`src/rtl/xfer_mon_pkg.sv`:
```
package xfer_mon_pkg;
   localparam int NUM_RULES = 4;
   localparam int CODE_W    = 3;
   localparam int KIND_W    = 2;

   typedef enum logic [KIND_W-1:0] {
      KIND_IDLE = 2'd0,
      KIND_RD   = 2'd1,
      KIND_WR   = 2'd2,
      KIND_PWR  = 2'd3
   } xfer_kind_e;

   localparam int RULE_MOVE  = 0;
   localparam int RULE_EARLY = 1;
   localparam int RULE_NOCOL = 2;
   localparam int RULE_RDGAP = 3;

   // lowest set rule wins; code is rule index plus one
   function automatic logic [CODE_W-1:0] first_code(input logic [NUM_RULES-1:0] h);
      logic [CODE_W-1:0] c;
      c = '0;
      for (int i = NUM_RULES - 1; i >= 0; i--) begin
         if (h[i]) c = CODE_W'(i + 1);
      end
      return c;
   endfunction
endpackage

```
`src/rtl/strobe_sampler.sv`:
```
module strobe_sampler #(
   parameter int          W       = 3,
   parameter logic [W-1:0] RST_VAL = '0
) (
   input  logic         clk,
   input  logic         rst_n,
   input  logic [W-1:0] d,
   output logic [W-1:0] q
);
   if (W < 1) begin : g_bad_w
      $error("strobe_sampler: W must be at least 1");
   end

   always_ff @(posedge clk or negedge rst_n) begin
      if (!rst_n) q <= RST_VAL;
      else        q <= d;
   end
endmodule

```
`src/rtl/gap_timer.sv`:
```
module gap_timer #(
   parameter int LIMIT = 4
) (
   input  logic clk,
   input  logic rst_n,
   input  logic start,
   input  logic clr,
   output logic busy
);
   localparam int CW = $clog2(LIMIT + 1);

   if (LIMIT < 1) begin : g_bad_limit
      $error("gap_timer: LIMIT must be at least 1");
   end

   if (LIMIT > 1) begin : g_cnt
      logic [CW-1:0] cnt;
      always_ff @(posedge clk or negedge rst_n) begin
         if (!rst_n)              cnt <= '0;
         else if (clr)            cnt <= '0;
         else if (start)          cnt <= CW'(LIMIT - 1);
         else if (cnt != '0)      cnt <= cnt - 1'b1;
      end
      assign busy = (cnt != '0);

      assert_timer_arm_R2: assert property (@(posedge clk) disable iff (!rst_n)
         (start && !clr) |=> busy)
         else $error("timer not busy after start");
   end else begin : g_none
      assign busy = 1'b0;
   end
endmodule

```
`src/rtl/viol_log.sv`:
```
module viol_log
   import xfer_mon_pkg::*;
(
   input  logic                 clk,
   input  logic                 rst_n,
   input  logic [NUM_RULES-1:0] hits,
   input  logic                 clear,
   output logic                 pulse,
   output logic [NUM_RULES-1:0] flags,
   output logic [CODE_W-1:0]    code
);
   logic fresh;
   assign fresh = clear || (flags == '0);

   always_ff @(posedge clk or negedge rst_n) begin
      if (!rst_n) begin
         pulse <= 1'b0;
         flags <= '0;
         code  <= '0;
      end else begin
         pulse <= |hits;
         flags <= (clear ? '0 : flags) | hits;
         if (fresh && (hits != '0)) code <= first_code(hits);
         else if (clear)            code <= '0;
      end
   end

   assert_sticky_R6: assert property (@(posedge clk) disable iff (!rst_n)
      !clear |=> ((flags & $past(flags)) == $past(flags)))
      else $error("flag dropped without clear");

   assert_pulse_flag_R6: assert property (@(posedge clk) disable iff (!rst_n)
      pulse |-> (flags != '0))
      else $error("pulse without flag");

   assert_code_hold_R7: assert property (@(posedge clk) disable iff (!rst_n)
      ((code != '0) && !clear) |=> (code == $past(code)))
      else $error("code changed without clear");

   assert_clear_R8: assert property (@(posedge clk) disable iff (!rst_n)
      (clear && (hits == '0)) |=> ((flags == '0) && (code == '0)))
      else $error("clear did not empty the log");
endmodule

```
`src/rtl/xfer_timing_mon.sv`:
```
module xfer_timing_mon
   import xfer_mon_pkg::*;
#(
   parameter int SRD_CYC = 4,
   parameter int RR_CYC  = 3
) (
   input  logic                 clk,
   input  logic                 rst_n,
   input  logic                 row_stb_n,
   input  logic                 col_stb_n,
   input  logic                 ser_clk,
   input  logic [KIND_W-1:0]    cyc_kind,
   input  logic                 clear,
   output logic                 viol_pulse,
   output logic [NUM_RULES-1:0] viol_flags,
   output logic [CODE_W-1:0]    viol_code
);
   localparam int NSIG = 3;
   localparam logic [NSIG-1:0] IDLE_LVL = 3'b110;

   if (SRD_CYC < 1 || RR_CYC < 1) begin : g_bad_par
      $error("xfer_timing_mon: spacing limits must be at least 1");
   end

   logic [NSIG-1:0] now_s, prev_s;
   assign now_s = {row_stb_n, col_stb_n, ser_clk};

   strobe_sampler #(.W(NSIG), .RST_VAL(IDLE_LVL)) u_samp (
      .clk(clk), .rst_n(rst_n), .d(now_s), .q(prev_s));

   logic row_fall, row_rise, col_fall, sc_rise, sc_edge;
   assign row_fall = prev_s[2] && !row_stb_n;
   assign row_rise = !prev_s[2] && row_stb_n;
   assign col_fall = prev_s[1] && !col_stb_n;
   assign sc_rise  = !prev_s[0] && ser_clk;
   assign sc_edge  = prev_s[0] ^ ser_clk;

   logic       in_xfer, col_seen, rr_wait;
   xfer_kind_e kind_q;
   xfer_kind_e kind_in;
   assign kind_in = xfer_kind_e'(cyc_kind);

   logic wr_q, rd_q, start_any, start_rd, wr_end, rd_end;
   assign wr_q      = in_xfer && (kind_q == KIND_WR || kind_q == KIND_PWR);
   assign rd_q      = in_xfer && (kind_q == KIND_RD);
   assign start_any = row_fall && (kind_in == KIND_WR || kind_in == KIND_PWR);
   assign start_rd  = row_fall && (kind_in == KIND_RD);
   assign wr_end    = wr_q && row_rise;
   assign rd_end    = rd_q && row_rise;

   always_ff @(posedge clk or negedge rst_n) begin
      if (!rst_n) begin
         in_xfer  <= 1'b0;
         kind_q   <= KIND_IDLE;
         col_seen <= 1'b0;
      end else if (row_fall) begin
         in_xfer  <= (kind_in != KIND_IDLE);
         kind_q   <= kind_in;
         col_seen <= 1'b0;
      end else if (row_rise) begin
         in_xfer  <= 1'b0;
      end else if (in_xfer && col_fall) begin
         col_seen <= 1'b1;
      end
   end

   always_ff @(posedge clk or negedge rst_n) begin
      if (!rst_n)                     rr_wait <= 1'b0;
      else if (start_any || start_rd) rr_wait <= 1'b0;
      else if (rd_end)                rr_wait <= 1'b1;
      else if (sc_rise)               rr_wait <= 1'b0;
   end

   logic srd_busy, rr_busy;

   gap_timer #(.LIMIT(SRD_CYC)) u_srd (
      .clk(clk), .rst_n(rst_n), .start(wr_end), .clr(1'b0), .busy(srd_busy));

   gap_timer #(.LIMIT(RR_CYC)) u_rr (
      .clk(clk), .rst_n(rst_n), .start(sc_rise && rr_wait), .clr(start_any),
      .busy(rr_busy));

   logic [NUM_RULES-1:0] hits;
   assign hits[RULE_MOVE]  = wr_q && !row_stb_n && sc_edge;
   assign hits[RULE_EARLY] = sc_rise && (wr_end || srd_busy);
   assign hits[RULE_NOCOL] = in_xfer && row_rise && !col_seen && !col_fall;
   assign hits[RULE_RDGAP] = start_rd && (rr_wait || rr_busy);

   viol_log u_log (
      .clk(clk), .rst_n(rst_n), .hits(hits), .clear(clear),
      .pulse(viol_pulse), .flags(viol_flags), .code(viol_code));

   assert_code_flag_R7: assert property (@(posedge clk) disable iff (!rst_n)
      (viol_flags != '0) |-> (viol_code != '0))
      else $error("flags set but no code");

   assert_read_wait_R4: assert property (@(posedge clk) disable iff (!rst_n)
      rd_end |=> rr_wait)
      else $error("read end did not arm spacing check");

   assert_frozen_R1: assert property (@(posedge clk) disable iff (!rst_n)
      (wr_q && !row_stb_n && sc_edge) |=> viol_flags[RULE_MOVE])
      else $error("serial clock move not flagged");
endmodule

```
`config.mk`:
```
export PLATFORM = sky130hd
export DESIGN_NAME = xfer_timing_mon
export DESIGN_NICKNAME = d
export VERILOG_FILES = /design/src/rtl/xfer_mon_pkg.sv /design/src/rtl/strobe_sampler.sv /design/src/rtl/gap_timer.sv /design/src/rtl/viol_log.sv /design/src/rtl/xfer_timing_mon.sv
export SDC_FILE = /design/constraint.sdc
export NUM_CORES = 1
export LEC_CHECK = 0
export BUFFER_PORTS_ARGS = -buffer_cell sky130_fd_sc_hd__buf_4
export CORE_ASPECT_RATIO = 1.25
export CORE_MARGIN = 4
export CORE_UTILIZATION = 25
export CTS_BUF_LIST = sky130_fd_sc_hd__clkbuf_2
export DETAILED_ROUTE_END_ITERATION = 16
export MAX_ROUTING_LAYER = met4
export PLACE_DENSITY_LB_ADDON = 0.08
export SYNTH_ARGS = -nofsm -noshare
export SYNTH_HDL_FRONTEND = slang
export SYNTH_SLANG_ARGS = --single-unit
```
`constraint.sdc`:
```
create_clock -name clk -period 1.49 [get_ports clk]
set_clock_uncertainty 0.05 [all_clocks]
set_input_delay 0.0745 -clock clk [delete_from_list [all_inputs] [get_ports clk]]
set_output_delay 0.0745 -clock clk [all_outputs]
set_load 0.05 [all_outputs]
```
==> metrics.txt, run 1 <==
I/O Buffers 15; sequential group share of total power a little over two fifths; switching share of power ~37%; Die Width around 64 um; internal power 1.13 mW; gp weighted congestion 0.717; Worst-Skew Late Latency roughly 0.34 ns; largest net degree at the start of global routing 22; Initial Util approximately a quarter; post-route DRC violation count 0; Hold Path Class primary input to asynchronous set/reset pin; Finish-stage setup viols 0; Post-Syn Area 985 um2; CTS tree yes; unrepaired setup endpoints after global routing yes; compound-cell area share of the yosys netlist 16.6%; diode count 0; max cap viols 0; drt pass-1 iters 4; CP max FO 4; Gate Count Post-Synth a little over 90; FF+latch count, synth 21; first-pass GRT wire length 3950 um; fin crit share between 90% and 100%; Rel. slew slack 73.1%; Worst EP required between 1.5 and 2 ns; Area Overhead vs Synth 46.9%; CTS buffer count 3; most frequent cells in the layout buf_4 (30), inv_1 (16), dfrtp_1 (15), o21ai_0 (7), dlygate4sd3_1 (7); dpl ws -0.0425 ns; HPWL after detailed placement around 1700 um; Worst setup EP type register; PD cells between 1000 and 1500 nW/um2; clock group share of total power 14.1%; CTS Buffer Depth 2; Leak Pwr around 0.7 nW; initial antenna violation count 0; worst-margin pin slew 0.403 ns; setup TNS 0 ns; die height between 70 and 80 um; routed length per instance about 12 um; critical path class register to register; Core Util, Final a little under two fifths; # clock sinks 21; multi-input logic area about 470 um2; vias per cell ~4.1; sw power approximately 0.66 mW; Final Max Tran Viols 0; FMAX about 670 MHz; largest family of logic cells by synthesized area compound AO/OA/AOI/OAI gates; floorplan core area about 3800 um2; number of global-route vias before repair 865; Synth Area in XOR/XNOR 1.78%; Root Driver clkbuf_2; final hold violations 0; register area approximately 530 um2; Fillers approximately 390; crit path launch type register; row cnt 25; outcome completed; antenna-violating nets left 0; Ports 16; Synth Net Count approximately 110; Remaining Overflow, GRT 0; Final min period 1.49 ns; share of cells above drive strength 1 between 40% and 50%; CP arrival between 1.5 and 2 ns; synthesized area per cell 10.6 um2; Total Routing Usage GR 10.2%; most common cell after layout, fill and taps aside buf_4; clock-pin slew on the worst setup and hold paths 0.23 ns; nets@finish 150; register area share after synthesis approximately 54%; drt total wl about 2300 um; Unique masters post-synth 32; Post-Synth Adder-Cell Area under 10%; Post-Synth Simple-Gate Area 10.4%; Yosys warnings 0; combinational power share 43.1%; Max H-tree Level 1; mux share of post-synthesis cell area 2.16%; PnR worst setup slack around 0.00025 ns; Vias ~800; peak supply drop 0.288 mV; Die ar. 5010 um2; initial DRC count 8
## power groups by stage
stage | Combinational (mW) | Sequential [mW] | Clock, mW
6_report | 0.771 | 0.764 | 0.253
3_3_place_gp | 0.712 | 0.770 | 0
2_1_floorplan | 0.364 | 0.873 | 0
3_5_place_dp | 0.715 | 0.773 | 0
5_1_grt | 0.869 | 0.778 | 0.304
4_1_cts | 0.755 | 0.764 | 0.273
## cells in the mapped netlist
cell type / instances / share of area [%]
o211ai_1: 1 / 0.76
and2_1: 2 / 1.3
nand3_1: 3 / 1.5
nor3b_1: 1 / 0.76
o21bai_1: 1 / 0.76
a21oi_1: 4 / 2.0
or3_1: 1 / 0.64
o21a_1: 1 / 0.76
mux2_2: 1 / 1.1
a221oi_1: 1 / 0.89
nor3_1: 1 / 0.51
and2b_1: 1 / 0.76
o32ai_1: 2 / 1.8
inv_1: 17 / 6.5
dfrtp_1: 19 / 48
a2bb2oi_1: 1 / 0.89
dfstp_2: 2 / 5.3
nand2b_1: 1 / 0.64
nor2_1: 2 / 0.76
nand2_1: 6 / 2.3
nor2b_1: 1 / 0.64
ha_1: 7 / 8.9
o221ai_1: 1 / 0.89
o21ai_0: 7 / 3.6
xor2_1: 2 / 1.8
mux2i_1: 1 / 1.0
nand2_2: 1 / 0.64
o22ai_1: 1 / 0.64
a21boi_2: 1 / 1.1
a211o_2: 1 / 1.0
a31oi_1: 1 / 0.64
a41oi_1: 1 / 0.89
## timing repair
item | 4_1_cts | 5_1_grt
gates cloned | 0 | 0
gates resized for setup | 8 | 3
hold buffers | 7 | 0
pin swaps | 4 | 5
endpoints found under the setup margin | 3 | 7
hold endpoints to repair | 34 | 0
setup buffers | 2 | 1
## flip-flops by register name (all words and copies together), names as in the netlist
signal and count:
u_log.pulse 1, u_srd.g_cnt.cnt 3, u_samp.q 3, in_xfer 1, kind_q 2, rr_wait 1
u_rr.g_cnt.cnt 2, col_seen 1, u_log.code 3, u_log.flags 4
## worst max-delay path, stage by stage, from the launching register on
cell	delay (ns)
dfstp_2	0.61
ha_4	0.14
nand2_2	0.06
a211o_4	0.29
a2bb2oi_2	0.12
o221ai_1	0.12
## per-layer routing
layer,part of all wire (%),track usage [%]
met2,50,16.5
met4,0.66,4.44
met3,3.4,1.86
met1,46,12.5
met5,0,-
## final cells by class
type / instances / share of cell area (%)
well taps: 54 / 4.67
repair buffers: 37 / 20.4
inverters: 17 / 4.41
flip-flops and latches: 21 / 36.9
multi-input cells: 55 / 32.3
clock inverters: 1 / 0.346
clock buffers: 3 / 1.04
## final timing paths
| check | slack (ns) | start | to | depth (start not counted) |
|---|---|---|---|---|
| min in group clk | 0.32 | col_stb_n | u_samp.q[1] | 2 |
| hold / removal | 0.06 | rst_n | u_log.flags[3] | 2 |
| max in group asynchronous | 1.06 | rst_n | u_samp.q[1] | 2 |
| setup reg to reg | 0.0003 | u_samp.q[2] | u_log.code[0] | 5 |
| hold reg to reg | 0.46 | rr_wait | u_rr.g_cnt.cnt[0] | 1 |
| setup / recovery | 0.0003 | u_samp.q[2] | u_log.code[0] | 5 |
## metrics by stage
stage / hold WS, ns / std cells / cell area, um2 / power (mW)
finish: 0.0614 / 188 / 1450 / 1.79
global placement: -0.0689 / 174 / 1280 / 1.48
CTS: 0.0500 / 187 / 1430 / 1.79
global route: 0.0534 / 188 / 1450 / 1.95
detailed placement: -0.0650 / 174 / 1280 / 1.49
floorplan: -0.271 / 93 / 1010 / 1.24
## logic make-up after synthesis
logic type	Yosys count
XOR/XNOR	2
AND/OR/NAND/NOR	20
buffers and inverters	17
multiplexers	2
adder cells (fa/ha/maj)	7
flip-flops	21
AO/OA/AOI/OAI	24
Power figures use the tool's default switching activity.
==> run 2: changes to the inputs <==
- PLACE_DENSITY_LB_ADDON: 0.08 -> default
==> metrics.txt, run 2 (same netlist as run 1, synthesis figures left out) <==
Worst setup EP type register; antenna-violating nets left 0 (unchanged); failing checks negative setup slack; Worst-Skew Late Latency 0.31 ns (-0.03 ns); Tot Pwr 1.77 mW (-0.82%); Fillers 379 (-3.3%); Max H-tree Level 1 (unchanged); CTS Buffer Depth 2 (unchanged); Total Routing Usage GR 9.21% (-1.0 points); WL met2 1100 um (-3.2%); max cap viols 0 (unchanged); initial DRC count 3 (-5); Initial Util 26.0% (unchanged); most common cell after layout, fill and taps aside buf_4; Final min period 1.54 ns (+0.0495 ns); critical path class primary input to register; share of cells above drive strength 1 38.5% (-1.8 points); Area Overhead vs Synth 44.7%; worst-margin pin slew 0.400 ns (-0.00336 ns); reg2reg path depth 6 (+1); Rel. slew slack 73.3% (+0.22 points); floorplan core area 3780 um2 (unchanged); outcome finished with violations; initial antenna violation count 0 (unchanged); CP Cell Sequence dlygate4sd3_1 > buf_4 > ha_1 > nor2_1 > nand3_1 > nor3b_2 > o21a_1; Die Width 64.1 um (unchanged); final hold violations 0 (unchanged); unrepaired setup endpoints after global routing yes; Largest stage delay, worst path 0.53 ns (-0.08 ns); family with the most delay on the worst path buffers and inverters; FMAX 650 MHz (-3.2%); Ports 16 (unchanged); Root Driver clkbuf_2; number of global-route vias before repair 768 (-11%); HPWL after detailed placement 1470 um (-12%); fin crit share 103% (+3.3 points); gp weighted congestion 0.785 (+9.4%); Hold Path Class primary input to asynchronous set/reset pin; Leak Pwr 0.672 nW (-1.8%); Die ar. 5010 um2 (unchanged); diode count 0 (unchanged); Worst path slowest cell dlygate4sd3_1; max FFs per register 4 (unchanged); # clock sinks 21 (unchanged); drt total wl 2100 um (-7.2%); die height 78.2 um (unchanged); placed cells 168 (-3.4%); nets@finish 146 (-2.7%); PD cells 1240 nW/um2 (+0.66%); post-route DRC violation count 0 (unchanged); Worst EP required 1.66 ns (-0.03 ns); CTS tree yes; met3 WL 71 um (-6.6%); row cnt 25 (unchanged); peak supply drop 0.592 mV (+110%); drt pass-1 iters 4 (unchanged); met1 wire length 911 um (-12%); Final Max Tran Viols 0 (unchanged); R2R Setup Slk -0.03 ns (-0.03 ns); Finish-stage setup viols 3 (+3); first-pass GRT wire length 3640 um (-7.8%); CTS buffer count 3 (unchanged); I/O Buffers 15 (unchanged); most frequent cells in the layout buf_4 (26), inv_1 (16), dfrtp_1 (15), dlygate4sd3_1 (7); reg2reg end u_log.code[0]; Final Non-Filler Cells 184 (-2.1%); PnR worst setup slack -0.0493 ns (-0.0495 ns); Most flops, register u_log.flags; CP bufs+invs 2 (+2); setup TNS -0.106 ns (-0.106 ns); CP max FO 5 (+1); CP arrival 1.71 ns (+0.02 ns); vias per cell 4.33 (+4.5%); Vias 797 (+2.3%); Remaining Overflow, GRT 0 (unchanged); crit path launch type primary input; clock-pin slew on the worst setup and hold paths 0.20 ns (-0.03 ns); largest net degree at the start of global routing 22 (unchanged); worst reg2reg startpoint u_samp.q[2]; Top Metal Used met4; routed length per instance 11.4 um (-5.2%)
run 2: metrics by stage:
stage                     cell area, um2  setup slack (ns)  hold slack [ns]  util, %
after floorplan                     1010            0.0368           -0.271        -
after global placement              1230           -0.0360          -0.0772     32.6
after detailed placement            1230           -0.0502          -0.0760     32.6
after CTS                           1360           -0.0253           0.0828     36.0
after global routing                1430            -0.102           0.0896     37.7
final                               1430           -0.0493           0.0946     37.7
run 2: worst max-delay path by stage:
stage                           start             to  cells past startpoint
after floorplan           u_samp.q[2]  u_log.code[0]                      5
after global placement    u_samp.q[2]  u_log.code[0]                      6
after detailed placement  u_samp.q[2]  u_log.code[0]                      6
after CTS                 u_samp.q[2]  u_log.code[0]                      6
after global routing          ser_clk  u_log.code[2]                      7
final                         ser_clk  u_log.code[2]                      7
run 2: cell type report:
class / instances / area, um2 / share of cell area, %
Clock buffer: 3 / 15.0 / 1.05
Clock inverter: 1 / 5.00 / 0.351
Inverter: 17 / 63.8 / 4.48
Multi-Input combinational cell: 55 / 475 / 33.4
Sequential cell: 21 / 533 / 37.4
Tap cell: 54 / 67.6 / 4.74
Timing Repair Buffer: 33 / 265 / 18.6
run 2: per-layer routing:
metal  track usage [%]  vias up
li1                  -      390
met1              11.3      392
met2              15.2       13
met3              1.57        2
met4              3.17        0
met5                 -        -
run 2: report_power, final:
group          switching [mW]  internal (mW)  leakage (nW)
Sequential             0.0691          0.699         0.257
Clock                   0.169         0.0609        0.0164
Combinational           0.413          0.363         0.398
Total                   0.651           1.12         0.672
run 2: what timing repair did:
item	4_1_cts	5_1_grt
hold buffers	7	0
endpoints found under the setup margin	4	5
cloned	0	0
hold endpoints to repair	32	0
gates resized for setup	6	7
setup buffers	1	4
pin swaps	2	6
==> run 3: changes to the inputs <==
- CORE_MARGIN: 4 -> default
==> metrics.txt, run 3 (same netlist as run 1, synthesis figures left out) <==
outcome finished with violations; failing checks negative setup slack; sw power 0.635 mW (-2.4%); post-route cell area 1400 um2 (-1.8%); PD cells 1250 nW/um2 (+0.47%); crit path launch type register; Leak Pwr 0.650 nW (-3.2%); sequential group share of total power 43.5% (+0.2 points); switching share of power 36.3% (-0.41 points); max cap viols 0 (unchanged); die height 72.2 um (-7.7%); placed cell areas 1230 um2 (unchanged); final hold violations 0 (unchanged); most frequent cells in the layout buf_4 (23), inv_1 (16), dfrtp_1 (15), o21ai_0 (7), dlygate4sd3_1 (7); CTS tree yes; Initial Util 26.0% (unchanged); worst-margin pin slew 0.447 ns (+0.0471 ns); CP arrival 1.64 ns (-0.07 ns); CP max FO 5 (unchanged); FMAX 668 MHz (+2.8%); Finish-stage setup viols 1 (-2); Remaining Overflow, GRT 0 (unchanged); row cnt 25 (unchanged); gp weighted congestion 0.794 (+1.2%); post-route DRC violation count 0 (unchanged); Root Driver clkbuf_2; PnR worst setup slack -0.00680 ns (+0.0425 ns); Final min period 1.50 ns (-0.0425 ns); max FFs per register 4 (unchanged); number of global-route vias before repair 798 (+3.9%); Final Max Tran Viols 0 (unchanged); nets@finish 143 (-2.1%); Worst setup EP type register; worst reg2reg startpoint u_samp.q[2]; unrepaired setup endpoints after global routing yes; Rel. slew slack 70.2% (-3.1 points); Vias 770 (-3.4%); most common cell after layout, fill and taps aside buf_4; dpl ws -0.0291 ns (+0.0211 ns); diode count 0 (unchanged); combinational power share 42.9% (-0.8 points); # clock sinks 21 (unchanged); drt total wl 1990 um (-5.4%); Worst EP required 1.64 ns (-0.02 ns); share of cells above drive strength 1 38.6% (+0.12 points); drt pass-1 iters 4 (unchanged); HPWL after detailed placement 1460 um (-0.52%); Max H-tree Level 1 (unchanged); internal power 1.11 mW (-0.65%); Total Routing Usage GR 11.2% (+2.0 points); Die ar. 4200 um2 (-16%); CTS buffer count 3 (unchanged); floorplan core area 3780 um2 (unchanged); clock-pin slew on the worst setup and hold paths 0.19 ns (about the same); first-pass GRT wire length 3450 um (-5.3%); vias per cell 4.25 (-1.8%); initial DRC count 8 (+5); clock group share of total power 13.6% (+0.6 points); reg2reg path depth 5 (-1); critical path class register to register; Die Width 58.1 um (-9.4%); largest net degree at the start of global routing 22 (unchanged); fin crit share 100% (-2.9 points); Worst-Skew Late Latency 0.30 ns (about the same); I/O Buffers 15 (unchanged); Hold Path Class primary input to asynchronous set/reset pin; peak supply drop 0.477 mV (-19%); R2R Setup Slk -0.007 ns (+0.02 ns); CTS Buffer Depth 2 (unchanged); Most flops, register u_log.flags; antenna-violating nets left 0 (unchanged); Area Overhead vs Synth 42.2%; Ports 16 (unchanged); initial antenna violation count 0 (unchanged); routed length per instance 11.0 um (-3.8%); reg2reg end u_log.code[0]
-- run 3: final cells by class --
| type | count | area (um2) |
|---|---|---|
| Tap cell | 54 | 67.6 |
| Inverter | 17 | 63.8 |
| Clock buffer | 4 | 20.0 |
| Fill cell | 402 | 2380 |
| Sequential cell | 21 | 533 |
| Multi-Input combinational cell | 55 | 473 |
| Timing Repair Buffer | 30 | 243 |
-- run 3: metal layers --
metal | part of all wire [%] | vias up | GRT usage [%]
met2 | 51 | 14 | 18.6
met3 | 3.1 | 4 | 2.50
met1 | 44 | 365 | 12.3
met4 | 1.8 | 0 | 6.08
li1 | - | 387 | -
met5 | 0 | - | -
-- run 3: worst max-delay path by stage --
| stage | startpoint | endpoint | slack (ns) | depth (start not counted) |
|---|---|---|---|---|
| 2_1_floorplan | u_samp.q[2] | u_log.code[0] | 0.04 | 5 |
| 3_3_place_gp | u_samp.q[2] | u_log.code[0] | 0.009 | 5 |
| 3_5_place_dp | u_samp.q[2] | u_log.code[0] | -0.03 | 5 |
| 4_1_cts | u_samp.q[2] | u_log.code[0] | -0.0002 | 5 |
| 5_1_grt | u_samp.q[2] | u_log.code[0] | -0.07 | 5 |
| 6_report | u_samp.q[2] | u_log.code[0] | -0.007 | 5 |
-- run 3: critical path: stages, from the launching register on --
cell and delay (ns):
dfstp_2 0.60, ha_4 0.15, nand2_4 0.05, a211o_4 0.30, a2bb2oi_2 0.13, o221ai_1 0.11
-- run 3: power groups by stage --
stage,combinational [mW],sequential [mW],clock [mW]
global placement,0.644,0.772,0
CTS,0.749,0.764,0.248
detailed placement,0.685,0.779,0
finish,0.751,0.761,0.237
global route,0.845,0.775,0.284
floorplan,0.364,0.873,0
-- run 3: through the flow --
stage / TNS, ns / hold WS [ns] / power [mW] / util [%] / instances
final: -0.00680 / 0.103 / 1.75 / 37.0 / 181
after detailed placement: -0.0373 / -0.0732 / 1.46 / 32.6 / 168
after global routing: -0.168 / 0.0755 / 1.90 / 37.0 / 181
after CTS: -0.000230 / 0.0914 / 1.76 / 36.3 / 181
after floorplan: 0 / -0.271 / 1.24 / - / 93
after global placement: 0 / -0.0767 / 1.42 / 32.6 / 168
-- run 3: what timing repair did --
action / in CTS / in global routing
hold buffers: 7 / 0
hold endpoints to repair: 32 / 0
buffers inserted: 2 / 0
gates resized for setup: 7 / 6
setup endpoints to repair: 3 / 3
pin swaps: 6 / 2
